### config.mk
export PLATFORM = sky130hd
export DESIGN_NAME = lane_rate_ctrl
export DESIGN_NICKNAME = d
export VERILOG_FILES = /design/src/rtl/lrc_pkg.sv /design/src/rtl/lrc_wr_decode.sv /design/src/rtl/lrc_mac_mode.sv /design/src/rtl/lrc_port.sv /design/src/rtl/lane_rate_ctrl.sv
export SDC_FILE = /design/constraint.sdc
export NUM_CORES = 1
export LEC_CHECK = 0
export CAP_MARGIN = 10
export CORE_MARGIN = 2
export CORE_UTILIZATION = 30
export DETAILED_ROUTE_END_ITERATION = 16
export SLEW_MARGIN = 20
export SYNTH_ARGS = -nofsm -noshare
export SYNTH_HDL_FRONTEND = slang
export SYNTH_HIERARCHICAL = 1
export SYNTH_SLANG_ARGS = --single-unit
### constraint.sdc
create_clock -name clk -period 3.2 [get_ports clk]
set_input_delay 0.8 -clock clk [delete_from_list [all_inputs] [get_ports clk]]
set_output_delay 0.8 -clock clk [all_outputs]
set_load 0.005 [all_outputs]
### src/rtl/lrc_pkg.sv
`timescale 1ns/1ps
package lrc_pkg;

    localparam int BW_W = 7;

    typedef enum logic [1:0] {
        RATE_1G25  = 2'b00,
        RATE_2G5   = 2'b01,
        RATE_3G125 = 2'b10,
        RATE_BAD   = 2'b11
    } rate_code_e;

    typedef enum logic [1:0] {
        SEL_PDN  = 2'b00,
        SEL_RATE = 2'b01,
        SEL_MODE = 2'b10,
        SEL_NONE = 2'b11
    } wr_sel_e;

    typedef struct packed {
        logic [1:0] rate;
        logic       pdn;
        logic       seq_err;
        logic       illegal;
    } port_stat_t;

    function automatic logic code_legal(input logic [1:0] c);
        return c != RATE_BAD;
    endfunction

    function automatic logic [1:0] legal_or_base(input logic [1:0] c);
        return code_legal(c) ? c : RATE_1G25;
    endfunction

    // user bandwidth, 100 Mbit/s units, one lane
    function automatic logic [BW_W-1:0] bw_one_lane(input logic [1:0] c);
        logic [BW_W-1:0] r;
        unique case (c)
            RATE_1G25:  r = BW_W'(10);
            RATE_2G5:   r = BW_W'(20);
            RATE_3G125: r = BW_W'(25);
            default:    r = '0;
        endcase
        return r;
    endfunction

    // four lanes carry four times the single-lane payload
    function automatic logic [BW_W-1:0] bw_four_lane(input logic [1:0] c);
        return BW_W'({bw_one_lane(c), 2'b00});
    endfunction

endpackage

### src/rtl/lrc_wr_decode.sv
`timescale 1ns/1ps
module lrc_wr_decode
    import lrc_pkg::*;
#(
    parameter int NUM_PORTS = 4,
    parameter int IDX_W     = 2
) (
    input  logic                   wr_en,
    input  logic [1:0]             wr_sel,
    input  logic [IDX_W-1:0]       wr_idx,
    output logic [NUM_PORTS-1:0]   pdn_we,
    output logic [NUM_PORTS-1:0]   rate_we,
    output logic [NUM_PORTS/2-1:0] mode_we
);
    localparam int NUM_MACS = NUM_PORTS / 2;

    logic [IDX_W-1:0] mac_idx;
    assign mac_idx = wr_idx >> 1;

    for (genvar p = 0; p < NUM_PORTS; p++) begin : g_port
        logic hit;
        assign hit        = wr_en && (wr_idx == IDX_W'(p));
        assign pdn_we[p]  = hit && (wr_sel == SEL_PDN);
        assign rate_we[p] = hit && (wr_sel == SEL_RATE);
    end

    for (genvar m = 0; m < NUM_MACS; m++) begin : g_mac
        assign mode_we[m] = wr_en && (wr_sel == SEL_MODE)
                            && (mac_idx == IDX_W'(m));
    end

    // one write reaches at most one target
    always_comb begin
        p_one_target_r11: assert ($onehot0({pdn_we, rate_we, mode_we}));
    end

endmodule

### src/rtl/lrc_mac_mode.sv
`timescale 1ns/1ps
module lrc_mac_mode (
    input  logic clk,
    input  logic rst,
    input  logic mode_we,
    input  logic mode_val,
    output logic mode_q,
    output logic force_sync
);
    always_ff @(posedge clk) begin
        if (rst)          mode_q <= 1'b0;
        else if (mode_we) mode_q <= mode_val;
    end

    // entering (or re-confirming) single-lane pulls the odd port to the even rate
    assign force_sync = mode_we & mode_val;

    p_mode_follows_r8: assert property (@(posedge clk) disable iff (rst)
        mode_we |=> (mode_q == $past(mode_val)));

    p_mode_holds_r11: assert property (@(posedge clk) disable iff (rst)
        !mode_we |=> $stable(mode_q));

endmodule

### src/rtl/lrc_port.sv
`timescale 1ns/1ps
module lrc_port
    import lrc_pkg::*;
(
    input  logic            clk,
    input  logic            rst,
    input  logic [1:0]      strap,
    input  logic            pdn_we,
    input  logic            pdn_val,
    input  logic            rate_we,
    input  logic [1:0]      rate_val,
    input  logic            peer_load,
    input  logic [1:0]      peer_code,
    output port_stat_t      stat,
    output logic            apply,
    output logic            rate_accept,
    output logic [BW_W-1:0] bw_single,
    output logic [BW_W-1:0] bw_quad
);
    logic [1:0] rate_q;
    logic       pdn_q, seq_q, ill_q, apply_q;
    logic       wr_locked, wr_bad;

    assign wr_locked   = rate_we & ~pdn_q;
    assign wr_bad      = rate_we & pdn_q & ~code_legal(rate_val);
    assign rate_accept = rate_we & pdn_q & code_legal(rate_val);

    always_ff @(posedge clk) begin
        if (rst) begin
            rate_q  <= legal_or_base(strap);
            ill_q   <= ~code_legal(strap);
            pdn_q   <= 1'b0;
            seq_q   <= 1'b0;
            apply_q <= 1'b0;
        end else begin
            if (rate_accept)    rate_q <= rate_val;
            else if (peer_load) rate_q <= peer_code;
            if (wr_locked) seq_q <= 1'b1;
            if (wr_bad)    ill_q <= 1'b1;
            if (pdn_we)    pdn_q <= pdn_val;
            apply_q <= pdn_we & ~pdn_val & pdn_q;
        end
    end

    assign stat.rate    = rate_q;
    assign stat.pdn     = pdn_q;
    assign stat.seq_err = seq_q;
    assign stat.illegal = ill_q;
    assign apply        = apply_q;
    assign bw_single    = bw_one_lane(rate_q);
    assign bw_quad      = bw_four_lane(rate_q);

    p_never_bad_code_r2: assert property (@(posedge clk) disable iff (rst)
        rate_q != RATE_BAD);

    p_locked_sets_err_r4: assert property (@(posedge clk) disable iff (rst)
        wr_locked |=> seq_q);

    p_locked_keeps_rate_r4: assert property (@(posedge clk) disable iff (rst)
        (wr_locked && !peer_load) |=> $stable(rate_q));

    p_seq_sticky_r4: assert property (@(posedge clk) disable iff (rst)
        seq_q |=> seq_q);

    p_bad_keeps_rate_r5: assert property (@(posedge clk) disable iff (rst)
        (wr_bad && !peer_load) |=> ($stable(rate_q) && ill_q));

    p_accept_loads_r3: assert property (@(posedge clk) disable iff (rst)
        rate_accept |=> (rate_q == $past(rate_val)));

    p_apply_on_release_r6: assert property (@(posedge clk) disable iff (rst)
        apply_q |-> (!pdn_q && $past(pdn_q)));

    p_apply_one_cycle_r6: assert property (@(posedge clk) disable iff (rst)
        apply_q |=> !apply_q);

endmodule

### src/rtl/lane_rate_ctrl.sv
`timescale 1ns/1ps
module lane_rate_ctrl
    import lrc_pkg::*;
#(
    parameter int NUM_PORTS = 4,
    parameter int IDX_W     = $clog2(NUM_PORTS)
) (
    input  logic                      clk,
    input  logic                      rst,
    input  logic [1:0]                strap_rate,
    input  logic                      wr_en,
    input  logic [1:0]                wr_sel,
    input  logic [IDX_W-1:0]          wr_idx,
    input  logic [1:0]                wr_data,
    input  logic [IDX_W-1:0]          rd_idx,
    output logic [1:0]                rd_rate,
    output logic                      rd_pdn,
    output logic                      rd_seq_err,
    output logic                      rd_illegal,
    output logic                      rd_single,
    output logic [2*NUM_PORTS-1:0]    port_rate,
    output logic [NUM_PORTS-1:0]      rate_apply,
    output logic [BW_W*NUM_PORTS-1:0] bw_1x,
    output logic [BW_W*NUM_PORTS-1:0] bw_4x
);
    localparam int NUM_MACS = NUM_PORTS / 2;

    logic [NUM_PORTS-1:0] pdn_we, rate_we, accept, peer_load;
    logic [NUM_MACS-1:0]  mode_we, mode_q, force_sync;
    logic [1:0]           peer_code [NUM_PORTS];
    port_stat_t           stat      [NUM_PORTS];

    lrc_wr_decode #(.NUM_PORTS(NUM_PORTS), .IDX_W(IDX_W)) u_dec (
        .wr_en   (wr_en),
        .wr_sel  (wr_sel),
        .wr_idx  (wr_idx),
        .pdn_we  (pdn_we),
        .rate_we (rate_we),
        .mode_we (mode_we)
    );

    for (genvar p = 0; p < NUM_PORTS; p++) begin : g_port
        lrc_port u_port (
            .clk         (clk),
            .rst         (rst),
            .strap       (strap_rate),
            .pdn_we      (pdn_we[p]),
            .pdn_val     (wr_data[0]),
            .rate_we     (rate_we[p]),
            .rate_val    (wr_data),
            .peer_load   (peer_load[p]),
            .peer_code   (peer_code[p]),
            .stat        (stat[p]),
            .apply       (rate_apply[p]),
            .rate_accept (accept[p]),
            .bw_single   (bw_1x[p*BW_W +: BW_W]),
            .bw_quad     (bw_4x[p*BW_W +: BW_W])
        );
        assign port_rate[2*p +: 2] = stat[p].rate;
    end

    for (genvar m = 0; m < NUM_MACS; m++) begin : g_mac
        localparam int EV = 2 * m;
        localparam int OD = 2 * m + 1;

        lrc_mac_mode u_mode (
            .clk        (clk),
            .rst        (rst),
            .mode_we    (mode_we[m]),
            .mode_val   (wr_data[0]),
            .mode_q     (mode_q[m]),
            .force_sync (force_sync[m])
        );

        // single-lane pairing: an accepted write lands on both ports
        assign peer_load[EV] = mode_q[m] & accept[OD];
        assign peer_code[EV] = wr_data;
        assign peer_load[OD] = (mode_q[m] & accept[EV]) | force_sync[m];
        assign peer_code[OD] = force_sync[m] ? stat[EV].rate : wr_data;

        p_pair_same_rate_r7: assert property (@(posedge clk) disable iff (rst)
            mode_q[m] |-> (stat[EV].rate == stat[OD].rate));

        p_enter_single_sync_r8: assert property (@(posedge clk) disable iff (rst)
            force_sync[m] |=> (stat[OD].rate == $past(stat[EV].rate)));
    end

    always_comb begin
        rd_rate    = '0;
        rd_pdn     = 1'b0;
        rd_seq_err = 1'b0;
        rd_illegal = 1'b0;
        rd_single  = 1'b0;
        for (int p = 0; p < NUM_PORTS; p++) begin
            if (rd_idx == IDX_W'(p)) begin
                rd_rate    = stat[p].rate;
                rd_pdn     = stat[p].pdn;
                rd_seq_err = stat[p].seq_err;
                rd_illegal = stat[p].illegal;
                rd_single  = mode_q[p/2];
            end
        end
    end

endmodule

* Word-level counts from Yosys, hierarchy flattened
Index checks and enable logic that the tools add are counted.
** Operators by class
- Equality and inequality tests :: 18
- Mux-type cells :: 47
- Bitwise logic cells :: 39
- Reduce and logical (&&, ||, !) cells :: 31
** Operators with widths (count)
- 5-bit case mux with 3 select lines :: 4
- 2-bit 2-to-1 mux :: 19
- 1-bit AND :: 30
- 1-bit 2-to-1 mux :: 24
- 2-bit equality test (second input constant) :: 9
- 2-bit logical NOT :: 8
- 1-bit logical AND :: 15
- 2-bit by 1-bit equality test with 1-bit output (second input constant) :: 7
- 3-bit nonzero test :: 4
- 2-bit nonzero test :: 4
- 1-bit inverter :: 7
- 2-bit != test (second input constant) :: 2
- 1-bit bitwise OR :: 2
** Storage, ports and cells
- Register bits :: 26
- Bits of input ports :: 13
- Output and inout port bits :: 74
- Logic and storage cells :: 157

* Depth between registers and ports, before layout
Gate-level depths: netlist of run 1.
- Depth after elaboration :: 10
- Mapped depth :: 6
- Mapped depth without buffers :: 6

* Hierarchy
The synthesis of run 1 kept the hierarchy.
** Modules (own cells, without submodules)
- lrc_port :: times used 4, cells each 46, area each 425.4 µm², sequential area each 150.1 µm²
- lane_rate_ctrl :: times used 1, cells each 16, area each 219.0 µm², sequential area each 0.0 µm²
- lrc_wr_decode :: times used 1, cells each 15, area each 92.6 µm², sequential area each 0.0 µm²
- lrc_mac_mode :: times used 2, cells each 4, area each 41.3 µm², sequential area each 20.0 µm²

* Worst setup path after synthesis of run 1
OpenSTA, ideal clock, no wires.
- Path type :: input port to flip-flop
- From :: input wr_idx[1]
- To :: register g_port[1].u_port.rate_q[0] (data pin)
- Library setup time :: 0.257 ns
- Arrival time :: 2.028 ns
- Data required time :: 2.943 ns
- Setup slack :: 0.915 ns
- Cell stages on the path :: 5
- Path buffers :: 0
- Path through :: nor4bb_1 -> and2_2 -> mux2_2 -> o21bai_1 -> a32o_1
** RTL lines
- start, declared :: line lane_rate_ctrl.sv:13 : input logic [IDX_W-1:0] wr_idx,
- end signal, assigned :: line lrc_port.sv:30 : rate_q <= legal_or_base(strap);
- end signal, assigned :: line lrc_port.sv:36 : if (rate_accept) rate_q <= rate_val;
- end signal, assigned :: line lrc_port.sv:37 : else if (peer_load) rate_q <= peer_code;
- end, declared :: line lrc_port.sv:20 : logic [1:0] rate_q;

* Worst setup path after layout of run 1
- From :: input rd_idx[1]
- To :: output rd_single
** Between the ends
- Word-level cells in the longest chain between the ends :: 5
- Elaborated cells on any way between the ends :: 8
- Classes of those cells :: eq/ne (3); mux (4); reduce/logical (1)
** RTL lines
- start, declared :: line lane_rate_ctrl.sv:15 : input logic [IDX_W-1:0] rd_idx,
- 2-bit logical NOT :: line lane_rate_ctrl.sv:95 : if (rd_idx == IDX_W'(p)) begin
- 1-bit 2-to-1 mux (3 in series) :: line lane_rate_ctrl.sv:95
- 1-bit 2-to-1 mux (*) :: line lane_rate_ctrl.sv:95
- end, declared :: line lane_rate_ctrl.sv:20 : output logic rd_single,
Mark *: on every way between the ends. The rest lies on a longest branch, timed or not.

==> results.sh, run 1 <==
export IMPL_outcome="finished clean"
export IMPL_clk_pin_slew_ns=0.10
export IMPL_ir_drop_mv=0.136
export IMPL_syn_area_mm2=0.00210
export IMPL_synth_ff_type="dfxtp_1"
export IMPL_dieArea_mm2=0.00767
export IMPL_fin_crit_sh=0.958
export IMPL_ys_seq_area_frac=0.306
export IMPL_startpoint_type="input pin"
export IMPL_fmax_ghz=0.326
export IMPL_numCtsBuffers=3
export IMPL_track_usage=0.114
export IMPL_hold_buffers=0
export IMPL_std_cell_rows=30
export IMPL_n_antenna_cell=0
export IMPL_drtIter0Drc=83
export IMPL_htree_num_levels=1
export IMPL_clk_path_buf_depth=2
export IMPL_grt_first_pass_wirelength_um=6910
export IMPL_wire_per_inst_um=12.4
export IMPL_yosysTopAreaCell="buf_4"
export IMPL_drt_wl_total_um=4480
export IMPL_rsz0062_at_grt="no"
export IMPL_viasPerCell=4.49
export IMPL_synth_area_leaders="buf_4 (17%), edfxtp_1 (17%), dfxtp_1 (13%), ha_1 (7.2%), mux4_2 (5.4%)"
export IMPL_worstMarginPinSlew_ns=0.881
export IMPL_vias=1620
export IMPL_gp_congestion=0.842
export IMPL_syn_to_final_growth_pct=28.4
export IMPL_die_y_um=87.6
export IMPL_leakage_uw=0.00112
export IMPL_maxCapViolCount=0
export IMPL_antenna_found_initial=0
export IMPL_synth_seq_cells=26
export IMPL_clock_skew_ns=0.0112
export IMPL_final_setup_tns_ns=0
export IMPL_worstSetupPathType="input pin to output port"
export IMPL_drc=0
export IMPL_placed_area_mm2=0.00262
export IMPL_grt_pass1_vias=1419
export IMPL_core_area_mm2=0.00679
export IMPL_post_cts_buffers=0
export IMPL_final_area_mm2=0.00269
export IMPL_crit_required_ns=2.40
export IMPL_die_w_um=87.6
export IMPL_ys_types=31
export IMPL_clock_latency_ns=0.27
export IMPL_ys_warn_count=6
export IMPL_p_per_area_mw_per_mm2=346
export IMPL_cts_sinks=26
export IMPL_cts_root_buf="clkbuf_8"
export IMPL_layout_drive_gt1_share=0.136
export IMPL_synth_avg_cell_area_um2=9.40
export IMPL_synth_top_area_frac=0.172
export IMPL_cp_end_kind="output port"
export IMPL_cp_max_fo=5
export IMPL_async_flop_share=0
export IMPL_dp_hpwl_um=3480
export IMPL_grt_start_max_net_pins=27
export IMPL_initial_core_util=0.308
export IMPL_hold_depth=2
export IMPL_hp_class="flop to flop"
export IMPL_min_period_ns=3.07
export IMPL_cts_tree="built"
export IMPL_rr_worst_depth=4
export IMPL_fin_total_pwr_uw=930
export IMPL_setup_viol=0
export IMPL_final_hold_violation_count=0
export IMPL_synthCells=223
export IMPL_io_buffers=70
export IMPL_r2r_setup_slack_ns=1.78
export IMPL_fin_util=0.396
export IMPL_ant_nets=0
export IMPL_final_max_slew_violation_count=0
export IMPL_grt_remaining_overflow=0
export IMPL_maxSlewHeadroom=0.411
export IMPL_final_nets=291
export IMPL_drtPass1Iterations=4
export IMPL_synth_edf_count=12
export IMPL_ioPinCount=87
export IMPL_crit_arrival_ns=2.27
## flip-flops by register name, summed over array words and instances (netlist names)
name,flops
g_port.u_port/ill_q,4
g_port.u_port/seq_q,4
g_port.u_port/apply,4
g_port.u_port/pdn_q,4
g_port.u_port/rate_q,8
g_mac.u_mode/mode_q,2
## cells in the mapped netlist, drive strengths merged (4+ instances only)
cell type and count:
nand2 17, nor2 20, o21bai 4, o22ai 8, a21oi 8, ha 12, or3 4, and2 4
mux2i 6, and3b 4, nor4b 4, buf 54, a32o 4, a41o 4, edfxtp 12, mux4 5
inv 16, mux2 5, conb 4, or2 4, dfxtp 14
## worst max-delay path, stage by stage
cell	delay [ns]
clkdlybuf4s50_1	0.51
buf_4	0.18
mux2_2	0.34
clkdlybuf4s50_1	0.44
## layer usage
| layer | track usage | part of all wire |
|---|---|---|
| met4 | 0.0252 | 0.0049 |
| met3 | 0.0217 | 0.090 |
| met2 | 0.182 | 0.43 |
| met1 | 0.161 | 0.47 |
| met5 | 0 | 0 |
## layout make-up
type | count | area [µm²]
Tap cell | 96 | 120
Sequential cell | 26 | 641
Clock inverter | 1 | 30.0
Fill cell | 672 | 4100
Multi-Input combinational cell | 139 | 1010
Inverter | 16 | 60.1
Timing Repair Buffer | 80 | 787
Clock buffer | 3 | 41.3
## metrics by stage
step                      cells  hold WS (ns)  setup slack [ns]
after floorplan             235         0.438             0.915
after global placement      357         0.456           -0.0136
after detailed placement    357         0.463            0.0111
after CTS                   361         0.487            0.0134
after global routing        361         0.525             0.101
final                       361         0.485             0.134
## final timing paths
| check | start | end |
|---|---|---|
| max | rd_idx[1] | rd_single |
| min | g_port[3].u_port/seq_q | g_port[3].u_port/seq_q |
| max reg2reg | g_port[2].u_port/pdn_q | g_port[3].u_port/rate_q[1] |
| min reg2reg | g_port[3].u_port/seq_q | g_port[3].u_port/seq_q |
## layout by cell type (no fill, tap or decap), types with 2 or more instances in the layout
cell,count
dfxtp_1,14
o21bai_1,4
a21o_1,2
or2_2,4
clkdlybuf4s50_1,66
nand2_1,17
clkbuf_8,3
a32o_1,4
dlygate4sd2_1,3
ha_1,12
and3b_1,4
edfxtp_1,12
mux2i_1,6
a21oi_1,8
nor2_1,20
conb_1,16
a41o_2,4
mux2_2,5
o22ai_1,8
and2_1,2
buf_4,9
mux4_2,5
nand2b_1,2
and2_2,2
nor4b_1,4
or3_1,4
inv_1,16
## timing repair
action,CTS,global route
setup endpoints to repair,3,1
gates resized for setup,3,1
hold endpoints to repair,0,0
## cell families (layout without fill, tap and decap cells)
logic type               Yosys count  after routing  synth area share
AO/OA/AOI/OAI                     30             30             0.105
AND/OR/NAND/NOR                   65             65             0.168
flip-flops                        26             26             0.306
other                              4             16           0.00716
buffers and inverters             70            100             0.233
multiplexers                      16             16             0.109
adder cells (fa/ha/maj)           12             12            0.0716
## power breakdown
part / switching, µW / internal (µW) / leakage, µW / total [µW]
sequential: 14.8 / 365 / 0.000232 / 380
combinational: 103 / 173 / 0.000849 / 277
clock: 106 / 167 / 0.0000357 / 273
total: 224 / 706 / 0.00112 / 930
(Power assumes the default switching activity.)
==> run 2, diff against run 1 <==
--- a/config.mk
+++ b/config.mk
@@ -5,6 +5,7 @@
 export SDC_FILE = /design/constraint.sdc
 export NUM_CORES = 1
 export LEC_CHECK = 0
+export ABC_AREA = 1
 export CAP_MARGIN = 10
 export CORE_MARGIN = 2
 export CORE_UTILIZATION = 30
==> run 2 against run 1 <==
Effect of this change:
- wire length rose by 7.1%
- via count up 17%
- cell area rose by 4.3%
- maximum frequency shrank 0.83%
- register-to-register slack improved by 0.19 ns
- first-iteration DRC count increased by 23%
- sequential power about the same
- global-route usage is 0.49 points higher
- critical endpoint is now rd_pdn
==> results.sh, run 2 <==
export IMPL_drt_wl_total_um=4800
export IMPL_ys_types=20
export IMPL_synth_xor_area_frac=0
export IMPL_worst_r2r_endpoint="g_port[1].u_port/rate_q[0]"
export IMPL_synth_commonest_cells="nand2_1 (60), inv_1 (50), buf_4 (49)"
export IMPL_drtPass1Iterations=5
export IMPL_syn_to_final_growth_pct=24.2
export IMPL_maxCapViolCount=0
export IMPL_synth_top_area_frac=0.163
export IMPL_largest_register="g_port.u_port/rate_q"
export IMPL_rr_worst_depth=5
export IMPL_synthMuxAreaShare=0
export IMPL_ioPinCount=87
export IMPL_layout_commonest_cell="clkdlybuf4s50_1"
export IMPL_worstSetupPathType="input pin to output port"
export IMPL_synth_ff_type="dfxtp_1"
export IMPL_std_cell_rows=31
export IMPL_wire_per_inst_um=10.6
export IMPL_initial_core_util=0.310
export IMPL_cts_resized=0
export IMPL_gp_congestion=0.898
export IMPL_fin_crit_sh=0.966
export IMPL_setup_viol=0
export IMPL_synth_seq_cells=26
export IMPL_hold_depth=2
export IMPL_crit_arrival_ns=2.29
export IMPL_grt_remaining_overflow=0
export IMPL_drtIter0Drc=102
export IMPL_die_w_um=90.8
export IMPL_hp_class="flop to flop"
export IMPL_synth_top_family_by_area="simple AND/OR/NAND/NOR gates"
export IMPL_startpoint_type="input pin"
export IMPL_cts_sinks=26
export IMPL_clock_latency_ns=0.27
export IMPL_numCtsBuffers=3
export IMPL_maxSlewHeadroom=0.568
export IMPL_largest_register_ffs=8
export IMPL_layout_drive_gt1_share=0.0739
export IMPL_synth_adder_area_share=0.0664
export IMPL_yosysMostFrequentCell="nand2_1"
export IMPL_synthCells=313
export IMPL_outcome="finished clean"
export IMPL_clk_pin_slew_ns=0.08
export IMPL_dp_hpwl_um=3870
export IMPL_rsz0062_at_grt="no"
export IMPL_syn_area_mm2=0.00226
export IMPL_htree_num_levels=1
export IMPL_synth_edf_count=12
export IMPL_synth_compound_area_frac=0.0764
export IMPL_core_area_mm2=0.00729
export IMPL_clock_skew_ns=0.000482
export IMPL_antenna_found_initial=0
export IMPL_final_max_slew_violation_count=0
export IMPL_cp_end_kind="output port"
export IMPL_p_per_area_mw_per_mm2=296
export IMPL_grt_first_pass_wirelength_um=8270
export IMPL_final_nets=379
export IMPL_setup_slack_ns=0.109
export IMPL_grt_start_max_net_pins=34
export IMPL_ys_warn_count=6
export IMPL_leakage_uw=0.00130
export IMPL_r2r_start="g_port[0].u_port/pdn_q"
export IMPL_ant_nets=0
export IMPL_post_cts_buffers=0
export IMPL_hold_buffers=0
export IMPL_cts_root_buf="clkbuf_8"
export IMPL_cts_tree="built"
export IMPL_dp_slack_ns=0.116
export IMPL_drc=0
export IMPL_worstMarginPinSlew_ns=0.645
export IMPL_yosysTopAreaCell="buf_4"
export IMPL_crit_required_ns=2.40
export IMPL_final_setup_tns_ns=0
export IMPL_viasPerCell=4.21
export IMPL_n_antenna_cell=0
export IMPL_async_flop_share=0
export IMPL_fmax_ghz=0.323
export IMPL_io_buffers=70
export IMPL_ys_seq_area_frac=0.283
export IMPL_vias=1899
export IMPL_track_usage=0.119
export IMPL_synth_avg_cell_area_um2=7.22
export IMPL_clk_path_buf_depth=2
export IMPL_dieArea_mm2=0.00824
export IMPL_final_hold_violation_count=0
export IMPL_grt_pass1_vias=1806
export IMPL_r2r_setup_slack_ns=1.97
export IMPL_min_period_ns=3.09
export IMPL_holdCritStartpoint="g_port[1].u_port/seq_q"
export IMPL_die_y_um=90.8
export IMPL_hold_end="g_port[1].u_port/seq_q"
export IMPL_cp_max_fo=6
export IMPL_ir_drop_mv=0.141
export IMPL_final_cell_mix="clkdlybuf4s50_1 (70), nand2_1 (60), inv_1 (50)"
export IMPL_synth_area_leaders="buf_4 (16%), edfxtp_1 (16%), dfxtp_1 (12%), nand2_1 (10%), inv_1 (8.3%)"
export IMPL_synthSimpleGateAreaFrac=0.296
==> run 2: cell count changes after synthesis, sizes merged, moves of 6 or more <==
cell / change
mux2i: -6
nand3: +30
nor2: +20
o22ai: -8
o21ai: +8
inv: +34
nand2: +43
==> run 2: worst max-delay path: stages <==
cell and delay [ns]:
clkdlybuf4s50_1 0.50, inv_1 0.22, nand3_1 0.10, nand4_1 0.15, clkdlybuf4s50_1 0.52
==> run 2: through the flow <==
step	hold slack (ns)	cells	utilization	cell area (µm²)	power, µW
detailed placement	0.460	448	0.379	2770	653
global route	0.530	451	0.385	2810	878
floorplan	0.438	325	-	2300	541
finish	0.477	451	0.385	2810	830
CTS	0.483	451	0.385	2810	839
global placement	0.459	448	0.379	2770	649
==> run 2: where the power goes <==
group / leakage [µW] / total, µW / internal (µW) / switching [µW]
sequential: 0.000232 / 377 / 363 / 13.4
combinational: 0.00105 / 267 / 152 / 115
clock: 0.0000216 / 186 / 84.4 / 102
==> run 2: logic make-up (layout without fill, tap and decap cells) <==
kind of cell             Yosys count  after routing
AND/OR/NAND/NOR                  143            143
other                              4             16
AO/OA/AOI/OAI                     24             24
flip-flops                        26             26
adder cells (fa/ha/maj)           12             12
buffers and inverters            104            131
==> run 2: layer usage <==
metal | share of wire | vias to the layer above | track usage
li1 | - | 992 | -
met1 | 0.49 | 822 | 0.159
met2 | 0.42 | 79 | 0.192
met3 | 0.077 | 6 | 0.0242
met4 | 0.013 | 0 | 0.0379
met5 | 0 | - | 0
==> run 2: worst max-delay path by stage <==
stage | slack, ns | depth (start not counted) | end | from
floorplan | 1.26 | 4 | bw_1x[17] | g_port[2].u_port/rate_q[0]
global placement | 0.14 | 5 | rd_pdn | rd_idx[0]
detailed placement | 0.12 | 5 | rd_pdn | rd_idx[1]
CTS | 0.1 | 5 | rd_pdn | rd_idx[1]
global route | 0.03 | 5 | rd_seq_err | rd_idx[1]
finish | 0.11 | 5 | rd_pdn | rd_idx[1]
==> run 2: final cells by class <==
cell class / instances / area [µm²]
Fill cell: 784 / 4490
Multi-Input combinational cell: 195 / 1050
Timing Repair Buffer: 78 / 761
Sequential cell: 26 / 641
Inverter: 50 / 188
Tap cell: 99 / 124
Clock buffer: 3 / 41.3
